## config.mk

```make
export PLATFORM = sky130hd
export DESIGN_NAME = stack_unit
export DESIGN_NICKNAME = d
export VERILOG_FILES = /design/src/rtl/stack_unit.sv
export SDC_FILE = /design/constraint.sdc
export NUM_CORES = 1
export LEC_CHECK = 0
export BUFFER_PORTS_ARGS = -buffer_cell sky130_fd_sc_hd__clkbuf_2
export CORE_MARGIN = 4
export CORE_UTILIZATION = 59
export CTS_BUF_LIST = sky130_fd_sc_hd__clkbuf_8 sky130_fd_sc_hd__clkbuf_16
export DETAILED_ROUTE_END_ITERATION = 6
export MAX_ROUTING_LAYER = met4
export PLACE_DENSITY_LB_ADDON = 0.25
export SYNTH_ARGS = -nofsm -noshare
export SYNTH_HDL_FRONTEND = slang
export SYNTH_SLANG_ARGS = --single-unit
```

## constraint.sdc

```tcl
create_clock -name clk -period 8.2 [get_ports clk]
set_input_delay 0.41 -clock clk [delete_from_list [all_inputs] [get_ports clk]]
set_output_delay 0.41 -clock clk [all_outputs]
set_load 0.02 [all_outputs]
```

## src/rtl/stack_unit.sv

```systemverilog
module stack_unit #(
  parameter int DW    = 8,
  parameter int DEPTH = 8,
  parameter int AW    = 8
) (
  input  logic          clk,
  input  logic          rst_n,
  input  logic [AW-1:0] base_addr,
  input  logic          push,
  input  logic [DW-1:0] push_data,
  input  logic          pop,
  input  logic          peek,
  output logic [DW-1:0] rd_data,
  output logic          rd_valid,
  output logic [AW-1:0] sp,
  output logic          err_ovf,
  output logic          err_udf,
  output logic          err_coll
);

  localparam int IW = (DEPTH > 1) ? $clog2(DEPTH) : 1;
  localparam logic [AW-1:0] DEPTH_A = AW'(DEPTH);

  logic [DW-1:0] mem [DEPTH];
  logic [AW-1:0] base_q;
  logic [AW-1:0] cnt;
  logic [IW-1:0] wr_idx;
  logic [IW-1:0] rd_idx;

  assign cnt    = sp - base_q;
  assign wr_idx = cnt[IW-1:0];
  assign rd_idx = wr_idx - IW'(1);

  wire empty   = (cnt == '0);
  wire full    = (cnt == DEPTH_A);
  wire do_pop  = pop && !empty;
  wire do_peek = peek && !pop && !empty;
  wire do_push = push && !pop && !full;

  always_ff @(posedge clk) begin
    if (do_push) mem[wr_idx] <= push_data;
  end

  always_ff @(posedge clk) begin
    if (!rst_n) begin
      sp       <= base_addr;
      base_q   <= base_addr;
      rd_data  <= '0;
      rd_valid <= 1'b0;
      err_ovf  <= 1'b0;
      err_udf  <= 1'b0;
      err_coll <= 1'b0;
    end else begin
      rd_valid <= do_pop || do_peek;
      if (do_pop || do_peek) rd_data <= mem[rd_idx];
      if (do_push)     sp <= sp + AW'(1);
      else if (do_pop) sp <= sp - AW'(1);
      err_ovf  <= err_ovf  | (push && !pop && full);
      err_udf  <= err_udf  | ((pop || peek) && empty);
      err_coll <= err_coll | (push && pop);
    end
  end

endmodule

```

# == After elaboration in Yosys (flattened, before gate mapping) ==
# Memory sizes are Yosys's and may differ from the RTL's. A register that Yosys moved wholly into a read port is not among the register bits.
# Cells that the tools add are included.
# op_classes
add_sub_neg,4
multipliers,0
div,0
order_cmp,0
n_eq_ne,2
shifts,0
muxes,5
bitwise_logic,3
n_reduce_logical,15
# op_table
op,n
8-bit two-way mux,3
8-bit by 1-bit adder with 8-bit output (second input constant),1
8-bit by 4-bit equality test with 1-bit output (second input constant),1
1-bit logical AND,8
8-bit logical NOT,1
8-bit by 1-bit subtractor with 8-bit output (second input constant),1
8-bit subtractor,1
1-bit logical NOT,4
3-bit by 1-bit inequality test with 1-bit output (second input constant),1
1-bit OR,3
3-bit by 1-bit subtractor with 3-bit output (second input constant),1
1-bit logical OR,2
1-bit two-way mux,2
# word_totals
register_bits,20
latch_bits,0
mem_bits_rw,64
romBits,0
inputBits,21
output_inout_bits,20
mem_count,1
# mem_list
name,words,word_bits,read_ports,rd_clocked_by_memory_dff,wr,line,rtl
mem,8,8,1,1,1,24,logic [DW-1:0] mem [DEPTH];

# == Depth between registers and ports, before layout ==
# logic_depth
ltp_word,7
ltp_mapped,17

# == Worst setup path after synthesis ==
# No wires, ideal clock.
# synth_timing
path_kind,register to register
start,register sp[0]
end,"register sp[7], data pin"
setup_ns,0.264
arrival_ns,3.876
required_ns,7.936
setup_slack_ns,4.060
stages_incl_launch_ff,18
n_path_buf,0
cell_sequence,edfxtp_1 inv_1 ha_1 inv_1 fa_1 inv_1 ha_1 o211ai_1 a211oi_1 nand4b_2 o21ai_4 ha_1 a21oi_1 o211ai_1 o41ai_1 xnor2_1 a2bb2oi_1 nand3b_1
# synth_between
elab_chain_cells,6
# synth_rtl
item,line,rtl
from (decl),15,"output logic [AW-1:0] sp,"
from (signal assigned),46,sp <= base_addr;
from (signal assigned),56,if (do_push) sp <= sp + AW'(1);
from (signal assigned),57,else if (do_pop) sp <= sp - AW'(1);
8-bit subtractor,30,assign cnt = sp - base_q;
8-bit by 4-bit equality test with 1-bit output,35,wire full = (cnt == DEPTH_A);
1-bit logical NOT,38,wire do_push = push && !pop && !full;
1-bit logical AND,38,
8-bit two-way mux *,56,
8-bit two-way mux *,45,if (!rst_n) begin
# Mark *: on every way between the ends. The rest lies on a longest branch, timed or not. The select of a mux whose other input is x is not followed.
# A chain may end at the register's enable or synchronous reset.

# == Worst setup path after layout ==
# Same ends and word-level chain as after synthesis.

==> results.sh <==
export IMPL_worstMarginPinSlew_ps=1280
export IMPL_final_hold_viol_count=0
export IMPL_grt_total_usage=0.200
export IMPL_crit_reg2reg_capture="sp[7]"
export IMPL_top_layer_used="met4"
export IMPL_core_um2=6910
export IMPL_power_share_clock=0.209
export IMPL_worstPathArrival_ps=4790
export IMPL_synth_distinct_cells=46
export IMPL_worstSetupEndpoint="sp[7]"
export IMPL_crit_path_max_fanout=17
export IMPL_clk_path_buf_depth=2
export IMPL_met1_length_mm=3.45
export IMPL_synth_cell_area_um2=4260
export IMPL_die_area_um2=8650
export IMPL_grt_pass1_wl_mm=12.6
export IMPL_cts_max_level=3
export IMPL_drc=0
export IMPL_wl_mm=7.72
export IMPL_peakVddDrop_uv=150
export IMPL_power_frac_seq=0.404
export IMPL_grt_setup_unrepaired="no"
export IMPL_worstSetupPathType="register to register"
export IMPL_fin_crit_ps=4680
export IMPL_synth_ff_type="edfxtp_1"
export IMPL_hold_ws_ps=248
export IMPL_netlist_area_leader_share=0.563
export IMPL_dr_wl_met2_mm=3.58
export IMPL_p_leak_nw=1.77
export IMPL_clk_pin_slew_worst_paths_ps=90
export IMPL_cts_resized=0
export IMPL_yosysWarnings=0
export IMPL_fin_skew_ps=8.33
export IMPL_period_share=0.571
export IMPL_hold_path_class="input port to register"
export IMPL_outcome="complete, no violations"
export IMPL_port_buffers=40
export IMPL_io_pins=41
export IMPL_n_antenna_cell=0
export IMPL_tns_ps=0
export IMPL_ctsHoldBuffers=0
export IMPL_place_congestion=0.752
export IMPL_drt_iter0_drc=225
export IMPL_nNetsFinal=365
export IMPL_relSlewSlack=0.137
export IMPL_timing_rr_start="sp[0]"
export IMPL_postCtsSetupBuffers=0
export IMPL_cp_end_kind="register"
export IMPL_clock_sinks=92
export IMPL_place_area_um2=4580
export IMPL_root_buffer="clkbuf_8"
export IMPL_finish_instance_area_um2=4790
export IMPL_grt_pass1_vias=2405
export IMPL_vias=2454
export IMPL_syn_inst=275
export IMPL_pre_cts_slack_ps=3570
export IMPL_setup_ws_ps=3520
export IMPL_finalSetupViolations=0
export IMPL_synth_seq_area_share=0.620
export IMPL_synth_top_cell_by_area="edfxtp_1"
export IMPL_p_sw_w=0.000514
export IMPL_internal_power_w=0.000973
export IMPL_cts_tree="built"
export IMPL_drive_gt1_frac=0.312
export IMPL_dp_hpwl_mm=5.36
export IMPL_reg2reg_depth=17
export IMPL_final_antenna_net_count=0
export IMPL_dr_pass1_iters=4
export IMPL_cts_buffers=9
export IMPL_yosysMostFrequentCell="edfxtp_1"
export IMPL_avgSynthCellArea_um2=15.5
export IMPL_p_comb_frac=0.387
export IMPL_synth_seq_cells=92
export IMPL_power_density_nw_per_um2=311
export IMPL_drv_slew=0
export IMPL_critPathRequiredTime_ps=8310
export IMPL_max_cap_viol_count=0
export IMPL_wl_per_cell_um=18.1
export IMPL_vias_per_cell=5.76
export IMPL_rows=30
export IMPL_swShare=0.346
export IMPL_fillCellCount=518
export IMPL_grt_max_degree=30
export IMPL_synth_edf_count=80
export IMPL_cp_start_kind="register"
export IMPL_overflow=0
export IMPL_maxClockFrequency_ghz=0.213
export IMPL_clk_latency_ps=350
export IMPL_rrSetupSlack_ps=3520
export IMPL_crit_start="sp[0]"
export IMPL_die_h_um=93.0
export IMPL_synth_common_cells="edfxtp_1 (80), nand2_1 (20), ha_1 (17)"
export IMPL_synth_top_cells_by_area="edfxtp_1 (56%), mux4_2 (8.5%), dfxtp_1 (5.6%), ha_1 (5.0%), mux2_2 (3.7%)"
export IMPL_syn_to_final_growth_pct=12.3
export IMPL_synth_nets=315
export IMPL_start_util=0.617
export IMPL_ys_async_sr_fraction=0
export IMPL_antenna_found_initial=0
export IMPL_route_met3_wl_um=660
export IMPL_die_width_um=93.0
power by group through the flow:
stage               Clock (W)  Combinational [W]  Sequential, W
finish               0.000311           0.000576       0.000600
global route         0.000343           0.000631       0.000607
CTS                  0.000320           0.000576       0.000602
detailed placement          0           0.000570       0.000612
global placement            0           0.000558       0.000610
floorplan                   0           0.000391       0.000649
state kept, by name, indices dropped and copies added (netlist names):
signal    flops
sp            8
err_coll      1
base_q        8
rd_data       8
mem          64
rd_valid      1
err_ovf       1
err_udf       1
through the flow:
stage	total power, W	instances	util
floorplan	0.00104	275	-
global placement	0.00117	410	0.663
detailed placement	0.00118	410	0.664
CTS	0.00150	426	0.693
global route	0.00158	426	0.693
finish	0.00149	426	0.693
worst min path at each step:
stage                       from         end  depth (start not counted)  slack (ps)
global placement        err_coll    err_coll                          2         440
finish              base_addr[5]   base_q[5]                          1         250
global route        base_addr[0]   base_q[0]                          1         220
detailed placement    rd_data[6]  rd_data[6]                          2         450
floorplan           base_addr[0]   base_q[0]                          0         510
CTS                 base_addr[5]   base_q[5]                          1         230
final cells by class:
| class | count | area (um^2) | share of cell area |
|---|---|---|---|
| Clock buffer | 9 | 124 | 0.0259 |
| Inverter | 14 | 52.6 | 0.0110 |
| Sequential cell | 92 | 2640 | 0.552 |
| Multi-Input combinational cell | 161 | 1520 | 0.317 |
| Clock inverter | 7 | 80.1 | 0.0167 |
| Timing Repair Buffer | 47 | 253 | 0.0528 |
| Tap cell | 96 | 120 | 0.0251 |
layout by cell type, fill, tap and decap left out, types with 3 or more instances in the layout:
cell	n
a21o_1	3
a21oi_1	10
buf_4	7
clkbuf_2	40
clkbuf_8	9
dfxtp_1	12
edfxtp_1	80
ha_1	17
inv_1	14
inv_6	3
mux2_2	14
mux2i_1	8
mux4_2	16
nand2_1	20
nand3_1	5
nor2_1	9
nor3_1	4
nor4_1	6
o21ai_0	4
xnor2_1	8
xor2_1	4
kinds of logic after synthesis:
group | count (synthesis) | synth area share
flops | 92 | 0.620
fa+ha+maj | 19 | 0.0593
compound gates | 35 | 0.0584
xor+xnor | 13 | 0.0285
mux | 38 | 0.140
simple gates | 56 | 0.0654
buf+inv | 22 | 0.0285
layer usage:
layer,vias to the layer above,track usage
met3,2,0.0595
li1,1168,-
met1,1191,0.285
met2,93,0.287
met4,0,0.0488
met5,-,-
critical path: stages (launching register included):
cell and delay (ps):
edfxtp_1 450, inv_1 130, ha_1 150, inv_1 50, fa_1 530, inv_1 160
ha_1 160, o211ai_1 90, a211oi_1 270, nand4b_2 280, o21ai_4 530, ha_1 330
a21oi_1 210, o211ai_1 180, o41ai_1 380, xnor2_1 230, a2bb2oi_1 200, nand3b_1 90
Note: power is estimated with default switching activity, not from simulation.
